===== src/rtl/fuseReadPkg.sv =====
package fuseReadPkg;

  localparam logic [7:0] CTRL_OFS = 8'hD0;
  localparam logic [7:0] CFG_OFS  = 8'hD4;
  localparam logic [7:0] STAT_OFS = 8'hD8;
  localparam logic [7:0] DATA_OFS = 8'hDC;

  typedef enum logic [1:0] {
    ST_IDLE,
    ST_SETUP,
    ST_STROBE,
    ST_CAPTURE
  } fuseState_t;

  // Strobes from the sequencer to the datapath
  typedef struct packed {
    logic strobe;
    logic capture;
    logic finish;
  } fuseStep_t;

  // Content model of the fuse array
  function automatic logic [7:0] fuseContent(input logic [15:0] a);
    logic [15:0] m;
    m = a * 16'd29 + 16'd91;
    return m[7:0] ^ a[9:2];
  endfunction

endpackage


===== src/rtl/fuseRom.sv =====
module fuseRom
  import fuseReadPkg::*;
#(
  parameter int ADDR_W = 9
) (
  input  logic              clk,
  input  logic              rstN,
  input  logic              rdStrobe,
  input  logic [ADDR_W:0]   rdAddr,
  output logic [7:0]        rdByte
);

  always_ff @(posedge clk) begin
    if (!rstN) begin
      rdByte <= '0;
    end else if (rdStrobe) begin
      rdByte <= fuseContent(16'(rdAddr));
    end
  end

endmodule


===== src/rtl/fuseReadSeq.sv =====
module fuseReadSeq
  import fuseReadPkg::*;
#(
  parameter int TIM_W = 4
) (
  input  logic             clk,
  input  logic             rstN,
  input  logic             startReq,
  input  logic             lastByte,
  input  logic [TIM_W-1:0] adjCycles,
  input  logic [TIM_W-1:0] strbCycles,
  output fuseStep_t        step,
  output logic             busy
);

  fuseState_t stateQ;
  logic [TIM_W-1:0] cntQ;

  always_ff @(posedge clk) begin
    if (!rstN) begin
      stateQ <= ST_IDLE;
      cntQ   <= '0;
    end else begin
      unique case (stateQ)
        ST_IDLE: begin
          if (startReq) begin
            stateQ <= ST_SETUP;
            cntQ   <= '0;
          end
        end
        ST_SETUP: begin
          if (cntQ == adjCycles) begin
            stateQ <= ST_STROBE;
            cntQ   <= '0;
          end else begin
            cntQ <= cntQ + 1'b1;
          end
        end
        ST_STROBE: begin
          if (cntQ == strbCycles) begin
            stateQ <= ST_CAPTURE;
            cntQ   <= '0;
          end else begin
            cntQ <= cntQ + 1'b1;
          end
        end
        ST_CAPTURE: begin
          stateQ <= lastByte ? ST_IDLE : ST_SETUP;
        end
        default: stateQ <= ST_IDLE;
      endcase
    end
  end

  always_comb begin
    step.strobe  = (stateQ == ST_STROBE);
    step.capture = (stateQ == ST_CAPTURE);
    step.finish  = (stateQ == ST_CAPTURE) && lastByte;
    busy         = (stateQ != ST_IDLE);
  end

endmodule


===== src/rtl/fuseReadDatapath.sv =====
module fuseReadDatapath
  import fuseReadPkg::*;
#(
  parameter int ADDR_W = 9,
  parameter int LEN_W  = 5,
  parameter int TIM_W  = 4
) (
  input  logic              clk,
  input  logic              rstN,
  input  logic              regWrEn,
  input  logic [7:0]        regAddr,
  input  logic [31:0]       regWrData,
  output logic [31:0]       regRdData,
  input  logic              busy,
  input  fuseStep_t         step,
  input  logic [7:0]        romByte,
  output logic              startReq,
  output logic              lastByte,
  output logic [TIM_W-1:0]  adjCycles,
  output logic [TIM_W-1:0]  strbCycles,
  output logic [ADDR_W:0]   fuseAddr
);

  localparam int MAX_BYTES = 1 << LEN_W;
  localparam int NUM_WORDS = MAX_BYTES / 4;
  localparam int WIDX_W    = (NUM_WORDS > 1) ? $clog2(NUM_WORDS) : 1;
  localparam int LEN_LSB   = 16;
  localparam int ADDR_LSB  = LEN_LSB + LEN_W;
  localparam int CS_BIT    = ADDR_LSB + ADDR_W;
  localparam int STRB_LSB  = 16;
  localparam int ADJ_LSB   = STRB_LSB + TIM_W;

  logic [LEN_W-1:0]  lenQ;
  logic [ADDR_W-1:0] startAddrQ;
  logic              csQ;
  logic [TIM_W-1:0]  strbQ;
  logic [TIM_W-1:0]  adjQ;
  logic              doneQ;
  logic [ADDR_W-1:0] curAddrQ;
  logic [LEN_W-1:0]  idxQ;
  logic [7:0]        bankQ [MAX_BYTES];
  logic [31:0]       wordsW [NUM_WORDS];

  logic ctrlWr, cfgWr;
  logic [7:0] wordOfs;
  logic inData;
  logic unusedBits;

  assign ctrlWr   = regWrEn && (regAddr == CTRL_OFS) && !busy;
  assign cfgWr    = regWrEn && (regAddr == CFG_OFS);
  assign startReq = ctrlWr && regWrData[0];
  assign lastByte = (idxQ == lenQ);
  assign fuseAddr = {csQ, curAddrQ};
  assign adjCycles  = adjQ;
  assign strbCycles = strbQ;

  always_ff @(posedge clk) begin
    if (!rstN) begin
      lenQ       <= '0;
      startAddrQ <= '0;
      csQ        <= 1'b0;
      strbQ      <= '0;
      adjQ       <= '0;
      doneQ      <= 1'b0;
      curAddrQ   <= '0;
      idxQ       <= '0;
      for (int b = 0; b < MAX_BYTES; b++) bankQ[b] <= '0;
    end else begin
      if (ctrlWr) begin
        lenQ       <= regWrData[LEN_LSB +: LEN_W];
        startAddrQ <= regWrData[ADDR_LSB +: ADDR_W];
        csQ        <= regWrData[CS_BIT];
      end
      if (cfgWr) begin
        strbQ <= regWrData[STRB_LSB +: TIM_W];
        adjQ  <= regWrData[ADJ_LSB +: TIM_W];
      end
      if (startReq) begin
        curAddrQ <= regWrData[ADDR_LSB +: ADDR_W];
        idxQ     <= '0;
        doneQ    <= 1'b0;
        for (int b = 0; b < MAX_BYTES; b++) bankQ[b] <= '0;
      end else if (step.capture) begin
        bankQ[idxQ] <= romByte;
        if (!lastByte) begin
          idxQ     <= idxQ + 1'b1;
          curAddrQ <= curAddrQ + 1'b1;
        end
      end
      if (step.finish) doneQ <= 1'b1;
    end
  end

  for (genvar w = 0; w < NUM_WORDS; w++) begin : g_word
    assign wordsW[w] = {bankQ[4*w+3], bankQ[4*w+2], bankQ[4*w+1], bankQ[4*w]};
  end

  assign wordOfs = regAddr - DATA_OFS;
  assign inData  = ({1'b0, regAddr} >= {1'b0, DATA_OFS}) &&
                   ({1'b0, regAddr} < ({1'b0, DATA_OFS} + 9'(4 * NUM_WORDS))) &&
                   (regAddr[1:0] == 2'b00);
  assign unusedBits = ^{regWrData, wordOfs};

  always_comb begin
    regRdData = '0;
    if (regAddr == CTRL_OFS) begin
      regRdData[0]                  = busy;
      regRdData[LEN_LSB +: LEN_W]   = lenQ;
      regRdData[ADDR_LSB +: ADDR_W] = startAddrQ;
      regRdData[CS_BIT]             = csQ;
    end else if (regAddr == CFG_OFS) begin
      regRdData[STRB_LSB +: TIM_W] = strbQ;
      regRdData[ADJ_LSB +: TIM_W]  = adjQ;
    end else if (regAddr == STAT_OFS) begin
      regRdData[0] = doneQ;
      regRdData[1] = busy;
    end else if (inData) begin
      regRdData = wordsW[wordOfs[2 +: WIDX_W]];
    end
  end

endmodule


===== src/rtl/fuseReadCtrl.sv =====
module fuseReadCtrl
  import fuseReadPkg::*;
#(
  parameter int ADDR_W = 9,
  parameter int LEN_W  = 5,
  parameter int TIM_W  = 4
) (
  input  logic            clk,
  input  logic            rstN,
  input  logic            regWrEn,
  input  logic [7:0]      regAddr,
  input  logic [31:0]     regWrData,
  output logic [31:0]     regRdData,
  output logic [ADDR_W:0] fuseAddr,
  output logic            fuseStrobe
);

  fuseStep_t        step;
  logic             busy;
  logic             startReq;
  logic             lastByte;
  logic [TIM_W-1:0] adjCycles;
  logic [TIM_W-1:0] strbCycles;
  logic [7:0]       romByte;

  fuseReadSeq #(.TIM_W(TIM_W)) seq_i (
    .clk        (clk),
    .rstN       (rstN),
    .startReq   (startReq),
    .lastByte   (lastByte),
    .adjCycles  (adjCycles),
    .strbCycles (strbCycles),
    .step       (step),
    .busy       (busy)
  );

  fuseReadDatapath #(.ADDR_W(ADDR_W), .LEN_W(LEN_W), .TIM_W(TIM_W)) dp_i (
    .clk        (clk),
    .rstN       (rstN),
    .regWrEn    (regWrEn),
    .regAddr    (regAddr),
    .regWrData  (regWrData),
    .regRdData  (regRdData),
    .busy       (busy),
    .step       (step),
    .romByte    (romByte),
    .startReq   (startReq),
    .lastByte   (lastByte),
    .adjCycles  (adjCycles),
    .strbCycles (strbCycles),
    .fuseAddr   (fuseAddr)
  );

  fuseRom #(.ADDR_W(ADDR_W)) rom_i (
    .clk      (clk),
    .rstN     (rstN),
    .rdStrobe (step.strobe),
    .rdAddr   (fuseAddr),
    .rdByte   (romByte)
  );

  assign fuseStrobe = step.strobe;

endmodule


===== config.mk =====
export PLATFORM = sky130hd
export DESIGN_NAME = fuseReadCtrl
export DESIGN_NICKNAME = d
export VERILOG_FILES = /design/src/rtl/fuseReadPkg.sv /design/src/rtl/fuseRom.sv /design/src/rtl/fuseReadSeq.sv /design/src/rtl/fuseReadDatapath.sv /design/src/rtl/fuseReadCtrl.sv
export SDC_FILE = /design/constraint.sdc
export NUM_CORES = 1
export LEC_CHECK = 0
export ABC_AREA = 1
export ABC_CLOCK_PERIOD_IN_PS = 4700
export BUFFER_PORTS_ARGS = -buffer_cell sky130_fd_sc_hd__buf_2
export CORE_ASPECT_RATIO = 1.2
export CORE_MARGIN = 2
export CORE_UTILIZATION = 26
export DETAILED_ROUTE_END_ITERATION = 6
export GPL_TIMING_DRIVEN = 0
export SYNTH_ARGS = -nofsm -noshare
export SYNTH_HDL_FRONTEND = slang
export SYNTH_SLANG_ARGS = --single-unit

===== constraint.sdc =====
create_clock -name clk -period 4.7 [get_ports clk]
set_input_delay 0.235 -clock clk [delete_from_list [all_inputs] [get_ports clk]]
set_output_delay 0.235 -clock clk [all_outputs]
set_load 0.02 [all_outputs]

==> flow_summary.yaml, run 1 <==
floorplan:
  core_area_um2: 57170
  fp-row-count: 96
  start_util_pct: 26.32
  ios: 86
  dieArea_um2: 59820
  die_h_um: 267.5
  fp.dieW_um: 223.6
route:
  ant_nets: 0
  drc: 0
  drt-initial-drc-count: 1114
  vias: 12480
  drtPass1Iterations: 5
  vias_per_cell: 4.963
  wirelength_um: 48600
  wl_per_cell_um: 19.32
worst_setup_path:
  cp_cell_sequence: "buf_2 > inv_1 > clkbuf_1 > buf_2 > ha_1 > buf_2 > clkbuf_1 > a21oi_1 > a22oi_1 > mux2i_1 > o22ai_1 > buf_2"
  r2r-end: "rom_i.rdByte[7]"
  cp.required_ns: 4.47
  critPathMaxFanout: 11
  reg2reg_slack_ns: 1.08
  path_class: "in2out"
  cp-start-kind: "input pin"
  cp_top_family: "buffers and inverters"
  critPathBufInv: 7
  critPathArrivalTime_ns: 3.44
  cp_common_cell: "buf_2"
  worst_path_largest_cell_delay_ns: 0.57
  end_kind: "output pin"
  r2r_start: "dp_i.curAddrQ[1]"
  rr_worst_depth: 15
  cp_slowest_cell: "clkbuf_1"
worst_hold_path:
  holdPathEnd: "dp_i.startAddrQ[7]"
  hold_path_depth: 3
  hold_start: "regWrData[28]"
  min_path_type: "in2reg"
cells_and_area:
  area_growth_syn_to_layout_pct: 15.74
  fin_cells: 2515
  num-nets-final: 1839
  n_antenna_cell: 0
  drive_above_1_share_pct: 8.989
grt:
  grt_pass1_wl_um: 72750
  grt_max_degree: 15
  grtUsageTotal_pct: 16.06
  antenna_found_initial: 2
  grt_pass1_vias: 12140
  overflow: 0
clock_tree:
  clk_latency_ns: 0.57
  cts_made_buffers: 31
  cts_sinks: 308
  cts_tree: "built"
  cts-root-buf: "clkbuf_16"
  postCtsSetupBuffers: 0
  clk_pin_slew_ns: 0.06
  cts_buffer_depth: 3
  htree_levels: 1
status:
  status: "finished, final reports clean"
synthesis:
  yosysTopAreaCell: "edfxtp_1"
  syn_avg_cell_area_um2: 9.157
  synth-edff-count: 256
  yosysWarnings: 0
  yosys-top-cells-area: "edfxtp_1 (51%), nand2_1 (9.2%), nor2_1 (9.2%)"
  synth-seq-cells: 308
  mappedNetlistArea_um2: 15050
  yosysSeqAreaShare_pct: 58.01
  yosys.cell_types.count: 46
  synthArstFlopShare_pct: 0
  syn-instance-count: 1643
  syn_nets: 1726
  ys.flop_type: "edfxtp_1"
  synth_top_area_share_pct: 51.09
sta:
  tns_ns: 0
  fin_crit_ns: 3.675
  hold_viol_final: 0
  fin_skew_ns: 0.01134
  maxSlewHeadroom_pct: 15.57
  setup-violations-final: 0
  slew_viol_final: 0
  worstMarginPinSlew_ns: 1.257
  rsz0062_at_grt: "false"
  clock.fmax_mhz: 272.1
  holdWs_ns: 0.005462
  period_share_pct: 78.19
power_and_ir_drop:
  pwr-share-clk_pct: 36.8
  seq_power_share_pct: 46.6
  swShare_pct: 30.01
  p_leak_uw: 0.006611
  power.density_nw_per_um2: 386.6
  ir_drop_uv: 236.3
  power_frac_comb_pct: 16.6
  power_switching_uw: 2021
  intPower_uw: 4711
flow_run:
  maxCapViolCount: 0
place:
  post-place-cells: 2447
  numPortBuffers: 69
  gp_congestion: 0.9262
  dp_hpwl_um: 35700
cells in the mapped netlist (all sizes together) (2+ instances only):
library cell    n
nand2         372
nor2          372
edfxtp        256
a21oi         105
inv            97
o21ai          91
clkbuf         57
dfxtp          52
nand3          46
buf            36
ha             34
xor2           19
a22oi          14
a32o           14
a32oi          14
nor3           14
o22ai          10
a31oi           8
mux2i           7
xnor2           7
fa              6
clkinv          2
o211ai          2
per-layer routing:
metal / global-route usage [%] / part of all wire, % / vias up
met5: 0 / 0.019 / -
met4: 8.270 / 4.8 / 2
met3: 2.512 / 8.7 / 122
met2: 26.67 / 47 / 626
met1: 20.23 / 40 / 5987
li1: - / - / 5746
worst register-to-register path: stages, from the launching register on:
cell	delay [ns]
dfxtp_1	0.53
inv_1	0.16
fa_1	0.55
inv_1	0.05
fa_1	0.50
inv_1	0.06
fa_1	0.54
inv_1	0.04
ha_1	0.35
nand2_1	0.10
o21ai_0	0.09
a21oi_1	0.21
nand3b_1	0.14
nand3_1	0.09
nand2_1	0.08
inv_1	0.03
metrics by stage:
stage | area, um2 | total power [uW] | utilization (%) | setup slack, ns
3_3_place_gp | 16310 | 4273 | 28.53 | 1.099
2_1_floorplan | 15050 | 3767 | - | 1.330
4_1_cts | 17410 | 6728 | 30.46 | 1.049
5_1_grt | 17410 | 6945 | 30.46 | 0.7941
3_5_place_dp | 16310 | 4287 | 28.53 | 1.083
6_report | 17410 | 6732 | 30.46 | 1.025
flip-flops by register name, indices dropped and copies added (netlist names):
signal / cells
dp_i.startAddrQ: 9
dp_i.csQ: 1
dp_i.idxQ: 5
dp_i.bankQ: 256
dp_i.adjCycles: 4
dp_i.doneQ: 1
dp_i.lenQ: 5
dp_i.curAddrQ: 9
seq_i.cntQ: 4
seq_i.stateQ: 2
dp_i.strbCycles: 4
rom_i.rdByte: 8
area by class of cell:
type	count	area [um2]
Fill cell	5968	39760
Inverter	99	374.1
Clock buffer	33	783.3
Sequential cell	308	8728
Timing Repair Buffer	80	455.4
Multi-Input combinational cell	1143	5550
Tap cell	735	919.6
Buffer	93	392.9
Clock inverter	24	210.2
cells by family after synthesis:
kind of cell    count (synthesis)  share of synthesized area, %
fa+ha+maj                      40                         3.626
flops                         308                         58.01
xor+xnor                       26                         1.514
buf+inv                       192                         5.098
simple gates                  807                         21.21
mux                             7                        0.4657
compound gates                263                         10.08
worst max-delay path by stage:
| stage | startpoint | to | slack [ns] | cells after the start |
|---|---|---|---|---|
| floorplan | dp_i.curAddrQ[1] | rom_i.rdByte[7] | 1.33 | 15 |
| global placement | dp_i.curAddrQ[1] | rom_i.rdByte[7] | 1.10 | 15 |
| detailed placement | dp_i.curAddrQ[1] | rom_i.rdByte[7] | 1.08 | 15 |
| CTS | dp_i.curAddrQ[1] | rom_i.rdByte[7] | 1.05 | 15 |
| global route | dp_i.curAddrQ[1] | rom_i.rdByte[7] | 0.79 | 15 |
| finish | regAddr[2] | regRdData[24] | 1.03 | 12 |
cells in the final DEF (no fill, tap or decap), types with 3 or more instances in the layout:
cell type,count
a21oi_1,105
a22oi_1,14
a31oi_1,8
a32o_1,14
a32oi_1,14
buf_1,11
buf_2,91
bufinv_16,4
clkbuf_1,58
clkbuf_16,31
clkinv_1,10
clkinv_2,11
dfxtp_1,52
dlygate4sd3_1,11
edfxtp_1,256
fa_1,6
ha_1,34
inv_1,93
inv_2,3
mux2i_1,7
nand2_1,368
nand2_2,4
nand3_1,44
nor2_1,368
nor3_1,11
o21ai_0,90
o22ai_1,10
xnor2_1,7
xor2_1,19
timing repair:
item / 4_1_cts / 5_1_grt
hold buffers: 11 / 0
resized for setup: 0 / 0
endpoints found under the hold margin: 17 / 0
power by group through the flow:
stage,clock (uW),combinational [uW],sequential (uW)
floorplan,0,594,3170
global placement,0,1080,3190
detailed placement,0,1090,3200
CTS,2490,1100,3140
global route,2610,1190,3150
finish,2470,1120,3140
Note: power is estimated with default switching activity, not from simulation.
==> inputs of run 2 (changes only) <==
Settings changed: ABC_CLOCK_PERIOD_IN_PS 4700 to 3100.
Clock period 4.7 ns to 3.1 ns, I/O delays scaled along.
==> flow_summary.yaml, run 2 (same netlist as run 1, synthesis figures left out) <==
floorplan:
  dieArea_um2: 59820
  core_area_um2: 57170
  die_h_um: 267.5
  fp.dieW_um: 223.6
  fp-row-count: 96
  ios: 86
  start_util_pct: 26.32
power_and_ir_drop:
  p_leak_uw: 0.006669
  power.density_nw_per_um2: 586.0
  ir_drop_uv: 313.3
cells_and_area:
  fillers: 6018
  num-nets-final: 1851
  largestRegisters: "dp_i.bankQ: 256 flops, dp_i.curAddrQ: 9 flops, dp_i.startAddrQ: 9 flops"
  largest_register_ffs: 256
  ff_latch_area_um2: 8743
  postLayoutCoreUtil_pct: 30.78
  mostFrequentLayoutCells: "nor2_1 (368), nand2_1 (367), edfxtp_1 (256), a21oi_1 (104), buf_2 (92)"
  layout_commonest_cell: "nor2_1"
  top_register: "dp_i.bankQ"
  area_growth_syn_to_layout_pct: 16.95
  n_antenna_cell: 0
  multiInputGateArea_um2: 5589
  drive_above_1_share_pct: 10.26
worst_setup_path:
  end_kind: "flip-flop"
  cp.required_ns: 3.50
  critPathBufInv: 5
  critPathArrivalTime_ns: 3.46
  cp_slowest_cell: "fa_1"
  startpoint: "dp_i.curAddrQ[3]"
  r2r_start: "dp_i.curAddrQ[3]"
  r2r-end: "rom_i.rdByte[7]"
  rr_worst_depth: 15
  cp-start-kind: "flip-flop"
  critPathMaxFanout: 4
  cp_top_family: "adder cells"
  reg2reg_slack_ns: 0.04
  worst_path_largest_cell_delay_ns: 0.54
  path_class: "reg2reg"
  cp_cell_sequence: "inv_2 > fa_1 > inv_1 > fa_1 > inv_1 > fa_1 > inv_2 > ha_4 > nand2_2 > o21ai_0 > a21oi_1 > nand3b_1 > nand3_1 > nand2_1 > inv_1"
sta:
  period_share_pct: 98.76
  slew_viol_final: 0
  clock.fmax_mhz: 326.6
  fin_skew_ns: 0.02166
  rsz0062_at_grt: "true"
  maxSlewHeadroom_pct: 10.89
  hold_viol_final: 0
  fin_crit_ns: 3.062
  tns_ns: 0
  worstMarginPinSlew_ns: 1.327
  setup-violations-final: 0
route:
  ant_nets: 0
  drtPass1Iterations: 5
  dr_wl_met2_um: 22890
  wl_per_cell_um: 19.87
  wirelength_met1_um: 20550
  highest_layer: "met5"
  wirelength_um: 50240
  vias: 12600
  drt-initial-drc-count: 1248
  drc: 0
  wl_met3_um: 4433
  vias_per_cell: 4.982
worst_hold_path:
  holdPathEnd: "dp_i.startAddrQ[6]"
  hold_start: "regWrData[27]"
  min_path_type: "in2reg"
  hold_path_depth: 4
clock_tree:
  cts_sinks: 308
  cts-root-buf: "clkbuf_16"
  htree_levels: 2
  clk_pin_slew_ns: 0.06
  cts_tree: "built"
  clk_latency_ns: 0.52
  cts_buffer_depth: 3
  cts_made_buffers: 35
place:
  gp_congestion: 0.9941
  numPortBuffers: 69
  dp_hpwl_um: 36340
grt:
  antenna_found_initial: 1
  grt_max_degree: 14
  overflow: 0
  grt_pass1_wl_um: 74130
  grtUsageTotal_pct: 16.53
  grt_pass1_vias: 12240
status:
  status: "finished, final reports clean"
flow_run:
  maxCapViolCount: 0
run 2: changes by cell type in the layout (fill, tap and decap cells not counted), moves of 5 or more:
cell / change
buf_4: +6
clkbuf_2: +6
clkinv_2: -11
inv_1: -5
run 2: area by class of cell:
cell class	count	share of cell area [%]
sequential	308	49.69
multi-input combinational	1143	31.76
clock buffer	45	5.248
tap	735	5.226
timing repair buffer	89	3.015
buffer	92	2.304
inverter	99	2.147
clock inverter	17	0.6044
run 2: layer usage:
layer / vias up / global-route usage (%)
met5: - / 0
met4: 2 / 7.658
met3: 130 / 3.116
met2: 648 / 27.02
met1: 6045 / 21.18
li1: 5770 / -
run 2: what timing repair did:
item                       in CTS  in global routing
hold buffers                   14                  0
setup endpoints to repair      34                 58
gates resized for setup        16                  9
pin swaps                       4                  0
hold endpoints to repair       21                  0
buffers inserted                4                  2
run 2: how the worst max path moves through the flow:
stage	slack, ns	to	depth (start not counted)
after floorplan	0.04	rom_i.rdByte[5]	12
final	0.04	rom_i.rdByte[7]	15
after CTS	0.04	rom_i.rdByte[7]	13
after global placement	-0.40	regRdData[16]	13
after detailed placement	-0.42	regRdData[16]	13
after global routing	-0.13	rom_i.rdByte[7]	15
run 2: worst register-to-register path, stage by stage, from the launching register on:
cell      delay, ns
dfxtp_4        0.36
inv_2          0.05
fa_1           0.54
inv_1          0.05
fa_1           0.49
inv_1          0.05
fa_1           0.49
inv_2          0.05
ha_4           0.23
nand2_2        0.07
o21ai_0        0.08
a21oi_1        0.17
nand3b_1       0.13
nand3_1        0.09
nand2_1        0.09
inv_1          0.03
run 2: where the power goes:
group	switching, uW	leakage, uW	internal [uW]
Clock	1640	0.000487	2180
Sequential	90.3	0.00298	4660
Combinational	1390	0.00320	345
Total	3120	0.00667	7190
run 2: through the flow:
step           cell area [um2]  cells  total power [uW]  hold WS [ns]  setup WS [ns]
2_1_floorplan            15070   1643              5709        0.2987        0.04330
3_3_place_gp             16330   2447              6482        0.4208        -0.3963
3_5_place_dp             16330   2447              6512        0.4304        -0.4249
4_1_cts                  17560   2526             10290       0.01665        0.03793
5_1_grt                  17600   2528             10600       0.03605        -0.1332
6_report                 17600   2528             10310       0.02814        0.03840
